$ cat src/rtl/regp_pkg.sv
// Package regp_pkg
// Holds the shared register addresses, the event bit positions, the write
// request type and the CRC-8 step used by the register port.
// Assumes 8-bit bytes on the serial side.
package regp_pkg;

    localparam logic [6:0] A_CFG  = 7'h00;
    localparam logic [6:0] A_STAT = 7'h01;
    localparam logic [6:0] A_EVT  = 7'h02;
    localparam logic [6:0] A_IEN  = 7'h03;
    localparam logic [6:0] A_FLT  = 7'h04;
    localparam logic [6:0] A_WLEN = 7'h05;
    localparam logic [6:0] A_SCR  = 7'h06;

    localparam int EV_UP   = 0;
    localparam int EV_DOWN = 1;
    localparam int EV_FLT  = 2;
    localparam int EV_W    = 3;

    localparam logic [7:0] CRC_POLY = 8'h07;

    typedef struct packed {
        logic       en;
        logic [6:0] addr;
        logic [7:0] data;
    } wr_req_t;

    // Folds one byte into a CRC-8, taking the MSB first.
    function automatic logic [7:0] crc8_step(input logic [7:0] crc, input logic [7:0] d);
        logic [7:0] c;
        c = crc;
        for (int i = 7; i >= 0; i--) begin
            if (c[7] ^ d[i]) c = {c[6:0], 1'b0} ^ CRC_POLY;
            else             c = {c[6:0], 1'b0};
        end
        return c;
    endfunction

endpackage

$ cat src/rtl/regp_sync.sv
// Module regp_sync
// A chain of flip-flops that brings asynchronous pins into the clock domain.
// Assumes each pin holds its level for longer than STAGES clock cycles.
module regp_sync #(
    parameter int           W       = 1,
    parameter int           STAGES  = 2,
    parameter logic [W-1:0] RST_VAL = '0
) (
    input  logic         clk,
    input  logic         rst_n,
    input  logic [W-1:0] d,
    output logic [W-1:0] q
);
    logic [W-1:0] st [STAGES];

    for (genvar g = 0; g < STAGES; g++) begin : g_stage
        // Moves the sampled value one stage along the chain.
        always_ff @(posedge clk) begin
            if (!rst_n)     st[g] <= RST_VAL;
            else if (g == 0) st[g] <= d;
            else             st[g] <= st[(g == 0) ? 0 : g - 1];
        end
    end

    assign q = st[STAGES-1];
endmodule

$ cat src/rtl/regp_spi_engine.sv
// Module regp_spi_engine
// Serial engine for SPI modes (0,0) and (1,1). It captures MOSI on rising SCK
// and changes MISO on falling SCK, MSB first. It latches the command, data and
// CRC bytes, serves read data and the read CRC, and decides at select release
// whether a write frame is committed or counted as a fault.
// Assumes synchronised inputs and SCK half periods of several clock cycles.
module regp_spi_engine
    import regp_pkg::*;
(
    input  logic       clk,
    input  logic       rst_n,
    input  logic       sck_s,
    input  logic       mosi_s,
    input  logic       csn_s,
    input  logic [7:0] rd_data,
    output logic [6:0] rd_addr,
    output logic       miso,
    output wr_req_t    wr_req,
    output logic       wr_fault
);
    localparam logic [2:0] BYTE_SAT = 3'd4;

    logic       sck_d, csn_d;
    logic [2:0] bit_cnt, byte_cnt;
    logic [6:0] sr;
    logic [7:0] cmd_q, data_q, crc_rx_q, rdat_q, rcrc_q;
    logic       rd_load;
    logic [7:0] rx_byte, tx_cur, crc_exp;
    logic       sck_rise, sck_fall, cs_open, cs_close, is_rd;

    assign sck_rise = ~csn_s & sck_s & ~sck_d;
    assign sck_fall = ~csn_s & ~sck_s & sck_d;
    assign cs_open  = csn_d & ~csn_s;
    assign cs_close = ~csn_d & csn_s;
    assign rx_byte  = {sr, mosi_s};
    assign is_rd    = cmd_q[0];
    assign rd_addr  = cmd_q[7:1];
    assign crc_exp  = crc8_step(crc8_step(8'h00, cmd_q), data_q);

    // Picks the byte that MISO shifts out in the current byte slot.
    always_comb begin
        case (byte_cnt)
            3'd1:    tx_cur = is_rd ? rdat_q : 8'h00;
            3'd2:    tx_cur = is_rd ? rcrc_q : 8'h00;
            default: tx_cur = 8'h00;
        endcase
    end

    // Keeps the previous SCK and select levels for edge detection.
    always_ff @(posedge clk) begin
        if (!rst_n) begin
            sck_d <= 1'b0;
            csn_d <= 1'b1;
        end else begin
            sck_d <= sck_s;
            csn_d <= csn_s;
        end
    end

    // Shifts in MOSI and files each completed byte into its slot.
    always_ff @(posedge clk) begin
        if (!rst_n) begin
            bit_cnt  <= '0;
            byte_cnt <= '0;
            sr       <= '0;
            cmd_q    <= '0;
            data_q   <= '0;
            crc_rx_q <= '0;
        end else if (cs_open) begin
            bit_cnt  <= '0;
            byte_cnt <= '0;
        end else if (sck_rise) begin
            sr      <= rx_byte[6:0];
            bit_cnt <= bit_cnt + 3'd1;
            if (bit_cnt == 3'd7) begin
                if (byte_cnt != BYTE_SAT) byte_cnt <= byte_cnt + 3'd1;
                case (byte_cnt)
                    3'd0:    cmd_q    <= rx_byte;
                    3'd1:    data_q   <= rx_byte;
                    3'd2:    crc_rx_q <= rx_byte;
                    default: ;
                endcase
            end
        end
    end

    // Latches the read value and its CRC one cycle after the command byte.
    always_ff @(posedge clk) begin
        if (!rst_n) begin
            rd_load <= 1'b0;
            rdat_q  <= '0;
            rcrc_q  <= '0;
        end else begin
            rd_load <= sck_rise && (bit_cnt == 3'd7) && (byte_cnt == 3'd0);
            if (rd_load) begin
                rdat_q <= rd_data;
                rcrc_q <= crc8_step(crc8_step(8'h00, cmd_q), rd_data);
            end
        end
    end

    // Changes MISO on falling SCK to the next bit of the current byte.
    always_ff @(posedge clk) begin
        if (!rst_n)        miso <= 1'b0;
        else if (cs_open)  miso <= 1'b0;
        else if (sck_fall) miso <= tx_cur[~bit_cnt];
    end

    // At select release, commits a whole, valid write frame or flags a fault.
    always_ff @(posedge clk) begin
        if (!rst_n) begin
            wr_req   <= '0;
            wr_fault <= 1'b0;
        end else begin
            wr_req.en <= 1'b0;
            wr_fault  <= 1'b0;
            if (cs_close && (byte_cnt != 3'd0) && !is_rd) begin
                wr_req.addr <= cmd_q[7:1];
                wr_req.data <= data_q;
                if ((bit_cnt == 3'd0) &&
                    ((byte_cnt == 3'd2) || ((byte_cnt == 3'd3) && (crc_rx_q == crc_exp))))
                    wr_req.en <= 1'b1;
                else
                    wr_fault  <= 1'b1;
            end
        end
    end

    // a committed write is a single pulse for its frame.
    p_single_commit_r4: assert property (@(posedge clk) disable iff (!rst_n)
        wr_req.en |=> !wr_req.en && !wr_fault);

    // commit and fault decisions happen only while the select is released.
    p_decide_idle_r6: assert property (@(posedge clk) disable iff (!rst_n)
        (wr_req.en || wr_fault) |-> csn_s);

    // MISO never changes while the select is released.
    p_miso_hold_r2: assert property (@(posedge clk) disable iff (!rst_n)
        (csn_s && $past(csn_s)) |-> $stable(miso));

endmodule

$ cat src/rtl/regp_regfile.sv
// Module regp_regfile
// Register file behind the serial port: config, status, events that are
// cleared by writing zero, interrupt enables, sticky faults, a clamped word
// length and scratch. It also forms the combined active-low interrupt.
// Assumes pulse inputs last one cycle and write requests are single pulses.
module regp_regfile
    import regp_pkg::*;
#(
    parameter int NX       = 4,
    parameter int WLEN_MIN = 8,
    parameter int WLEN_MAX = 32,
    parameter int WLEN_RST = 8
) (
    input  logic          clk,
    input  logic          rst_n,
    input  wr_req_t       wr_req,
    input  logic          wr_fault,
    input  logic [6:0]    rd_addr,
    output logic [7:0]    rd_data,
    input  logic [7:0]    status_in,
    input  logic          link_up,
    input  logic          link_down,
    input  logic [NX-1:0] ext_flt,
    input  logic          remote_irq_n,
    output logic [7:0]    cfg_o,
    output logic [7:0]    wlen_o,
    output logic          irq_n
);
    localparam int NF = NX + 1;

    logic [7:0]      cfg_q, wlen_q, scr_q;
    logic [EV_W-1:0] ev_q, ien_q, ev_keep, ev_set;
    logic [NF-1:0]   flt_q, flt_new;
    logic            flt_wipe, hit_evt;

    // Keeps a requested word length inside the supported range.
    function automatic logic [7:0] clamp_len(input logic [7:0] v);
        if (v < 8'(WLEN_MIN))      return 8'(WLEN_MIN);
        else if (v > 8'(WLEN_MAX)) return 8'(WLEN_MAX);
        else                       return v;
    endfunction

    assign hit_evt  = wr_req.en && (wr_req.addr == A_EVT);
    assign ev_keep  = hit_evt ? wr_req.data[EV_W-1:0] : '1;
    assign flt_new  = {ext_flt, wr_fault};
    assign ev_set   = {|flt_new, link_down, link_up};
    assign flt_wipe = hit_evt && !wr_req.data[EV_FLT];

    // Updates the plain read/write registers from committed writes.
    always_ff @(posedge clk) begin
        if (!rst_n) begin
            cfg_q  <= 8'h00;
            wlen_q <= 8'(WLEN_RST);
            scr_q  <= 8'h00;
            ien_q  <= '0;
        end else if (wr_req.en) begin
            case (wr_req.addr)
                A_CFG:   cfg_q  <= wr_req.data;
                A_WLEN:  wlen_q <= clamp_len(wr_req.data);
                A_SCR:   scr_q  <= wr_req.data;
                A_IEN:   ien_q  <= wr_req.data[EV_W-1:0];
                default: ;
            endcase
        end
    end

    // Sets events from pulses and clears those written as zero; setting wins.
    always_ff @(posedge clk) begin
        if (!rst_n) ev_q <= '0;
        else        ev_q <= (ev_q & ev_keep) | ev_set;
    end

    // Holds faults until the fault event is cleared; new faults win.
    always_ff @(posedge clk) begin
        if (!rst_n) flt_q <= '0;
        else        flt_q <= (flt_wipe ? '0 : flt_q) | flt_new;
    end

    // Selects the register shown to a read.
    always_comb begin
        case (rd_addr)
            A_CFG:   rd_data = cfg_q;
            A_STAT:  rd_data = status_in;
            A_EVT:   rd_data = 8'(ev_q);
            A_IEN:   rd_data = 8'(ien_q);
            A_FLT:   rd_data = 8'(flt_q);
            A_WLEN:  rd_data = wlen_q;
            A_SCR:   rd_data = scr_q;
            default: rd_data = 8'h00;
        endcase
    end

    assign cfg_o  = cfg_q;
    assign wlen_o = wlen_q;
    assign irq_n  = ~|(ev_q & ien_q) & remote_irq_n;

    // the stored word length always lies in the supported range.
    p_wlen_range_r12: assert property (@(posedge clk) disable iff (!rst_n)
        (wlen_q >= 8'(WLEN_MIN)) && (wlen_q <= 8'(WLEN_MAX)));

    // a rejected write frame raises fault bit 0 and the fault event.
    p_wfault_flag_r6: assert property (@(posedge clk) disable iff (!rst_n)
        wr_fault |=> flt_q[0] && ev_q[EV_FLT]);

    // a fault bit stays set until the fault event is cleared.
    p_fault_sticky_r10: assert property (@(posedge clk) disable iff (!rst_n)
        (flt_q[0] && !flt_wipe) |=> flt_q[0]);

    // a low remote interrupt always reaches the output.
    p_irq_remote_r11: assert property (@(posedge clk) disable iff (!rst_n)
        !remote_irq_n |-> !irq_n);

endmodule

$ cat src/rtl/regp_spi_regport.sv
// Module regp_spi_regport
// Top of the CRC-protected SPI register port. It synchronises the pins and
// connects the serial engine to the register file.
// Assumes SCK is much slower than clk.
module regp_spi_regport
    import regp_pkg::*;
#(
    parameter int SYNC_STAGES = 2,
    parameter int NX          = 4,
    parameter int WLEN_MIN    = 8,
    parameter int WLEN_MAX    = 32,
    parameter int WLEN_RST    = 8
) (
    input  logic          clk,
    input  logic          rst_n,
    input  logic          spi_sck,
    input  logic          spi_csn,
    input  logic          spi_mosi,
    output logic          spi_miso,
    input  logic [7:0]    status_in,
    input  logic          link_up_pulse,
    input  logic          link_down_pulse,
    input  logic [NX-1:0] fault_pulse,
    input  logic          remote_irq_n,
    output logic [7:0]    cfg_o,
    output logic [7:0]    word_len_o,
    output logic          irq_n
);
    logic [2:0] pins_s;
    logic [6:0] rd_addr;
    logic [7:0] rd_data;
    wr_req_t    wr_req;
    logic       wr_fault;

    regp_sync #(.W(3), .STAGES(SYNC_STAGES), .RST_VAL(3'b100)) u_sync (
        .clk   (clk),
        .rst_n (rst_n),
        .d     ({spi_csn, spi_sck, spi_mosi}),
        .q     (pins_s)
    );

    regp_spi_engine u_eng (
        .clk      (clk),
        .rst_n    (rst_n),
        .sck_s    (pins_s[1]),
        .mosi_s   (pins_s[0]),
        .csn_s    (pins_s[2]),
        .rd_data  (rd_data),
        .rd_addr  (rd_addr),
        .miso     (spi_miso),
        .wr_req   (wr_req),
        .wr_fault (wr_fault)
    );

    regp_regfile #(
        .NX(NX), .WLEN_MIN(WLEN_MIN), .WLEN_MAX(WLEN_MAX), .WLEN_RST(WLEN_RST)
    ) u_regs (
        .clk          (clk),
        .rst_n        (rst_n),
        .wr_req       (wr_req),
        .wr_fault     (wr_fault),
        .rd_addr      (rd_addr),
        .rd_data      (rd_data),
        .status_in    (status_in),
        .link_up      (link_up_pulse),
        .link_down    (link_down_pulse),
        .ext_flt      (fault_pulse),
        .remote_irq_n (remote_irq_n),
        .cfg_o        (cfg_o),
        .wlen_o       (word_len_o),
        .irq_n        (irq_n)
    );
endmodule

$ cat config.mk
export PLATFORM = sky130hd
export DESIGN_NAME = regp_spi_regport
export DESIGN_NICKNAME = d
export VERILOG_FILES = /design/src/rtl/regp_pkg.sv /design/src/rtl/regp_sync.sv /design/src/rtl/regp_spi_engine.sv /design/src/rtl/regp_regfile.sv /design/src/rtl/regp_spi_regport.sv
export SDC_FILE = /design/constraint.sdc
export NUM_CORES = 1
export LEC_CHECK = 0
export ABC_AREA = 1
export BUFFER_PORTS_ARGS = -buffer_cell sky130_fd_sc_hd__buf_2
export CORE_UTILIZATION = 45
export CTS_CLUSTER_DIAMETER = 150
export CTS_CLUSTER_SIZE = 10
export DETAILED_ROUTE_END_ITERATION = 7
export PLACE_DENSITY = 0.71
export SYNTH_ARGS = -nofsm -noshare
export SYNTH_HDL_FRONTEND = slang
export SYNTH_HIERARCHICAL = 1
export SYNTH_SLANG_ARGS = --single-unit
$ cat constraint.sdc
create_clock -name clk -period 7.4 [get_ports clk]
set_input_delay 0 -clock clk [delete_from_list [all_inputs] [get_ports clk]]
set_output_delay 0 -clock clk [all_outputs]
set_load 0.05 [all_outputs]
After elaboration in Yosys (flattened, before gate mapping). Memories as Yosys holds them, arrays and structs flattened. Index checks and enable logic that the tools add are counted. Widths: inputs -> output; s select.

Reduce and logical (&&, ||, !) cells: 30. Eq/ne operators: 16. Divide/modulo/power cells: 0. Bitwise gates (word level): 80. Order comparisons: 3. Shifts and indexed selects: 0. Mux-type cells: 77. Add/subtract/negate cells: 2. Multipliers: 0.

Operators with widths (count): $mux 8 (34); $mux 3 (34); $not 3->3 (31); $pmux 8 s7 (1); $eq 7x3->1 const B (5); $eq 7x2->1 const B (4); $xor 1x1->1 (25); $pmux 8 s2 (1); $logic_not 7->1 (2); $reduce_and 2->1 (6); $reduce_and 4->1 (3); $eq 8x8->1 (1); $gt 8x6->1 const B (1); $logic_and 1x1->1 (8); $lt 8x4->1 const B (1); $and 1x1->1 (7); $eq 7x1->1 const B (1); $add 3x1->3 const B (2); $and 3x3->3 (2); $eq 3x2->1 const B (2); $logic_not 3->1 (2); $not 1->1 (6); $mux 1 (5); $mux 5 (1); other kinds (16) (23).

Output and inout port bits: 18. Bits in read-only memories: 0. Input port bits: 20. Register bits after elaboration: 109. Bits in writable memories: 6. Memories kept: 1. Bits in latches: 0. Logic and storage cells: 231.

Memory list: u_sync.st (depth 2, bits a word 3, rd ports 2, clocked after memory_dff 0, write ports 2, line regp_sync.sv:14) `logic [W-1:0] st [STAGES];`.

Logic depth before layout (Yosys ltp).
Depth in word-level cells: 61. Gate-level depth with buffers: 19. Mapped depth without buffers: 19.

Hierarchy. The synthesis kept the hierarchy.

Modules (own cells, without submodules): regp_spi_engine (sequential area each 1481.4 um^2, cells an instance 575, area an instance 3972.6 um^2, times used 1); regp_regfile (sequential area each 700.7 um^2, cells an instance 283, area an instance 1891.8 um^2, times used 1); regp_sync (sequential area each 120.1 um^2, cells an instance 18, area an instance 165.2 um^2, times used 1).

Least setup slack after synthesis. OpenSTA, ideal clock, no wires.

Path type: register to register. Start point: reg u_eng.cmd_q[6]. End point: reg u_eng.rcrc_q[2]. Data arrival time: 2.291 ns. Path buffers: 2. Cell stages (with the launch flop): 14. Slack: 5.000 ns. Required time: 7.291 ns. Clock period less this slack: 2.400 ns. Library setup time: 0.109 ns. Cells stage by stage: dfxtp_1 -> buf_4 -> nor3_4 -> clkbuf_1 -> nand3_1 -> o2111ai_1 -> xor2_4 -> xor2_2 -> xor2_1 -> nand2_1 -> nand4_1 -> nand3_1 -> nand2_1 -> inv_1.

Elaborated cells between the ends (all ways): 58. Those cells by class: 6 x eq/ne; 38 x mux; 13 x bitwise; 1 x reduce/logical.

RTL lines: start, declared (line regp_spi_engine.sv:26) `logic [7:0] cmd_q, data_q, crc_rx_q, rdat_q, rcrc_q;`; start signal, assigned (line regp_spi_engine.sv:78) `3'd0: cmd_q <= rx_byte;`; $eq 7x3->1 (tied with other cells) (line regp_regfile.sv:81) `case (rd_addr)`; $pmux 8 s7 (*) (line regp_regfile.sv:81); via rd_data[7] (line regp_spi_regport.sv:31) `logic [7:0] rd_data;`; $xor 1x1->1 (*) (line regp_pkg.sv:33) `if (c[7] ^ d[i]) c = {c[6:0], 1'b0} ^ CRC_POLY;`; $mux 3 (*) (line regp_pkg.sv:33); $mux 8 (*) (line regp_spi_engine.sv:95) `if (rd_load) begin`; $mux 8 (*) (line regp_spi_engine.sv:89) `if (!rst_n) begin`; $mux 8 (*) (line regp_spi_engine.sv:95); (+7 left out); $mux 8 (*) (line regp_spi_engine.sv:95); $mux 8 (*) (line regp_spi_engine.sv:89); $xor 1x1->1 / $mux 8 (equally long branches) (line regp_pkg.sv:33, regp_spi_engine.sv:95); $mux 3 / $mux 8 (equally long branches) (line regp_pkg.sv:33, regp_spi_engine.sv:89); $mux 8 (*) (line regp_spi_engine.sv:95); $mux 8 (*) (line regp_spi_engine.sv:89); $not 3->3 (no source line) / $xor 1x1->1 (equally long branches); $mux 3 (*) (line regp_pkg.sv:33); end signal, assigned (line regp_spi_engine.sv:97) `rcrc_q <= crc8_step(crc8_step(8'h00, cmd_q), rd_data);`; end, declared (line regp_spi_engine.sv:26).

Mark *: on every way through the listed nets, which the timed path passes. The rest lies on a longest branch. The select of a mux whose other input is x is not followed. A chain may end at the register's enable or synchronous reset.

Worst setup path in the final report.
Start point: reg u_eng.cmd_q[5]. End point: reg u_eng.rcrc_q[2].

The elaborated chain is that of the path after synthesis.

==> parameters.txt <==
Parameter                              Value

Outcome
  Run status ... complete, no violations

Placed design
  Gpl congestion ... 0.875
  Cell Count Post-Placement ... 1058
  Worst setup timing slack at the placement stage ... 4.72 ns
  Quantity of I/O buffers inserted on ports ... 37
  Standard cell area after detailed placement ... 0.00631 mm^2
  HPWL after detailed placement ... 11.4 mm

Cells and area
  Non-filler instance count after layout ... 1098
  Final design instance area without fill ... 0.00695 mm^2
  Number of antenna repair diodes ... 0
  Fin util ... between 50 and 60%
  Area added between synthesis and finish ... 15.3%
  Total number of nets in the final design ... around 940
  Fraction of final layout cells sized beyond drive strength 1 ... 11.4%

Power and ir drop
  Worst voltage drop across the vdd grid ... 0.161 mV
  Leakage power ... 3.07 nW
  Ratio of total power to cell area ... between 200 and 250 mW/mm^2
  Overall power of the completed layout ... 1.41 mW

Route
  Total number of vias ... 5733
  Post-detailed-route DRC marker count ... 0
  Post-DR wirelength/cell ... 14.4 um
  Drt pass-1 iters ... 7
  Number of vias per cell after detailed routing ... 5.22
  Antenna-violating nets left ... 0
  Violation count after the first detailed-routing iteration ... 507
  Post-Route WL ... 15.8 mm

Synth
  YS warnings ... 6
  Mean instance size in the synthesized netlist ... 6.88 um^2
  Most numerous cell in the Yosys netlist ... nand2_1
  Top FF cell, synth ... dfxtp_1
  Commonest cells in the synthesized netlist ... 202 x nand2_1, 115 x dfxtp_1, 105 x inv_1, 99 x nand3_1, 79 x nor2_1
  Sequential fraction of the synthesis area ... between 30% and 40%
  Syn Nets ... 904
  Yosys cell types ... 38
  Share of flip-flops with an asynchronous set or reset after synthesis ... 0%
  Total of flip-flops plus latches after synthesis ... between 100 and 150
  Synth top area share ... roughly two fifths
  Netlist area before placement ... 0.00603 mm^2
  Count of flip-flops with a built-in enable after synthesis ... 0
  Library cell with the largest summed area after synthesis ... dfxtp_1
  Synthesized instance count ... 876
  Synth top area cells ... dfxtp_1 38%, nand2_1 13%, nand3_1 8.2%

STA
  Final setup violating endpoints ... 0
  Final hold violation count ... 0
  Measured slew at the worst slew-check pin ... 0.934 ns
  Peak clock frequency supported by timing ... approximately 370 MHz
  Slew headroom ... between 30% and 40%
  Count of pins over their slew limit ... 0
  Total negative slack for setup checks ... 0 ns
  Worst-case clock skew ... 0.0100 ns
  Unrepaired setup endpoints after global routing ... false
  Final hold slack ... 0.0820 ns
  Period utilisation layout ... between 30% and 40%
  Crit path time final ... 2.70 ns
  Fin worst setup slack ... approximately 4.7 ns

Global routing
  Met2 Resource Use GR ... 35.9%
  Number of global-route vias before repair ... about 5100
  Met1 usage in global routing ... 31.9%
  Antenna violations before repair ... 0
  Pin count of the biggest net entering global routing ... 68
  GRT Resource Usage Total ... between 20% and 30%
  First-pass GRT wire length ... 25.6 mm
  Most heavily used metal layer in global routing ... met2
  GR met3 Demand/Resource ... around 5.6%
  GRT Residual Overflow ... 0

Die
  Placeable core area ... 0.0128 mm^2
  Starting utilization of the core area ... a little under half
  Die Width ... 118 um
  IO Count ... 38
  Std-Cell Rows ... 41
  Die Footprint ... 0.0139 mm^2
  Die Y-Extent ... 118 um

Clock tree
  Sinks on the clock net ... 115
  TritonCTS buffer count ... 17
  CTS tree ... built
  Buffer cell driving the clock tree root ... clkbuf_16
  CTS clk-pin slew, worst paths ... 0.05 ns
  H-tree level count ... 4
  Clock Path Buffers ... 2
  Post-cts repair resize count ... 0
  Clock latency of the later-clocked register in the worst-skew pair ... 0.41 ns

Setup path
  Path type of the worst setup path ... reg2reg
  Launching element type of the critical path ... flip-flop
  Critical Path Fanout Max ... 32
  Critical Path Sink Type ... flip-flop
  Arrival time of data at the critical path endpoint ... 3.00 ns
  Critical path data required time ... around 7.7 ns

Job
  Maxcap violations ... 0

Min path
  Class of the tightest hold or removal check ... in2reg
cells in the final DEF, fill, tap and decap left out, drive strengths merged, types with 3 or more instances in the layout:
master | Yosys | layout
a211oi | 14 | 14
a21oi | 65 | 65
a221oi | 8 | 8
buf | 12 | 40
clkbuf | 18 | 26
clkinv | 1 | 5
dfxtp | 115 | 115
dlygate4sd3 | 0 | 9
ha | 8 | 8
inv | 113 | 113
nand2 | 212 | 212
nand3 | 103 | 103
nand4 | 8 | 8
nor2 | 84 | 84
nor3 | 14 | 14
o2111ai | 3 | 3
o211ai | 6 | 6
o21ai | 67 | 67
xor2 | 16 | 16
what timing repair did:
action / 4_1_cts / 5_1_grt
buffers inserted: 0 / 0
endpoints found under the hold margin: 10 / 0
endpoints found under the setup margin: 0 / 0
hold buffers: 9 / 0
final cells by class:
class	count	area [um^2]
Timing Repair Buffer	49	298
Inverter	114	428
Multi-Input combinational cell	617	3160
Fill cell	1188	5870
Sequential cell	115	2300
Clock inverter	5	50.0
Clock buffer	26	499
Tap cell	172	215
cells by family (layout without fill, tap and decap cells):
family,after synthesis,after routing,synth area share [%]
compound gates,166,166,15.4
xor+xnor,18,18,3.18
fa+ha+maj,8,8,1.66
buf+inv,144,194,9.48
flops,115,115,38.2
simple gates,425,425,32.1
final timing paths:
kind	start	end	slack (ns)	depth (start not counted)
worst max-delay path	u_eng/cmd_q[5]$_SDFFE_PN0P_	u_eng/rcrc_q[2]$_SDFFE_PN0P_	4.70	12
worst min-delay path	status_in[6]	u_eng/rdat_q[6]$_SDFFE_PN0P_	0.08	5
worst max register to register	u_eng/cmd_q[5]$_SDFFE_PN0P_	u_eng/rcrc_q[2]$_SDFFE_PN0P_	4.70	12
worst min register to register	u_sync/st[0][2]$_SDFF_PN1_	u_sync/st[1][2]$_SDFF_PN1_	0.40	2
worst max-delay path: stages, from the launching register on:
cell and delay, ns:
dfxtp_1 0.39, nor3_4 0.18, buf_4 0.32, nand2_2 0.15, o2111ai_1 0.49, xor2_4 0.25, xor2_2 0.20, xor2_1 0.23
nand2_1 0.10, nand4_1 0.10, nand3_1 0.07, nand2_1 0.08, inv_1 0.03
where the power goes:
| part | switching (mW) | internal [mW] |
|---|---|---|
| Clock | 0.264 | 0.492 |
| Combinational | 0.0190 | 0.0122 |
| Sequential | 0.00276 | 0.625 |
sequential cells by signal, summed over array words and instances, names as in the netlist, 3 cells and up:
signal	cells
u_eng/bit_cnt	3
u_eng/byte_cnt	3
u_eng/cmd_q	8
u_eng/crc_rx_q	8
u_eng/data_q	8
u_eng/rcrc_q	8
u_eng/rdat_q	8
u_eng/sr	7
u_eng/wr_req	16
u_regs/cfg_o	8
u_regs/ev_q	3
u_regs/flt_q	5
u_regs/ien_q	3
u_regs/scr_q	8
u_regs/wlen_o	8
u_sync/st	6
per-layer routing:
metal / wire, um / vias to the layer above
li1: - / 2942
met1: 7420 / 2610
met2: 7130 / 160
met3: 903 / 21
met4: 339 / 0
met5: 0 / -
Note: power is estimated with default switching activity, not from simulation.
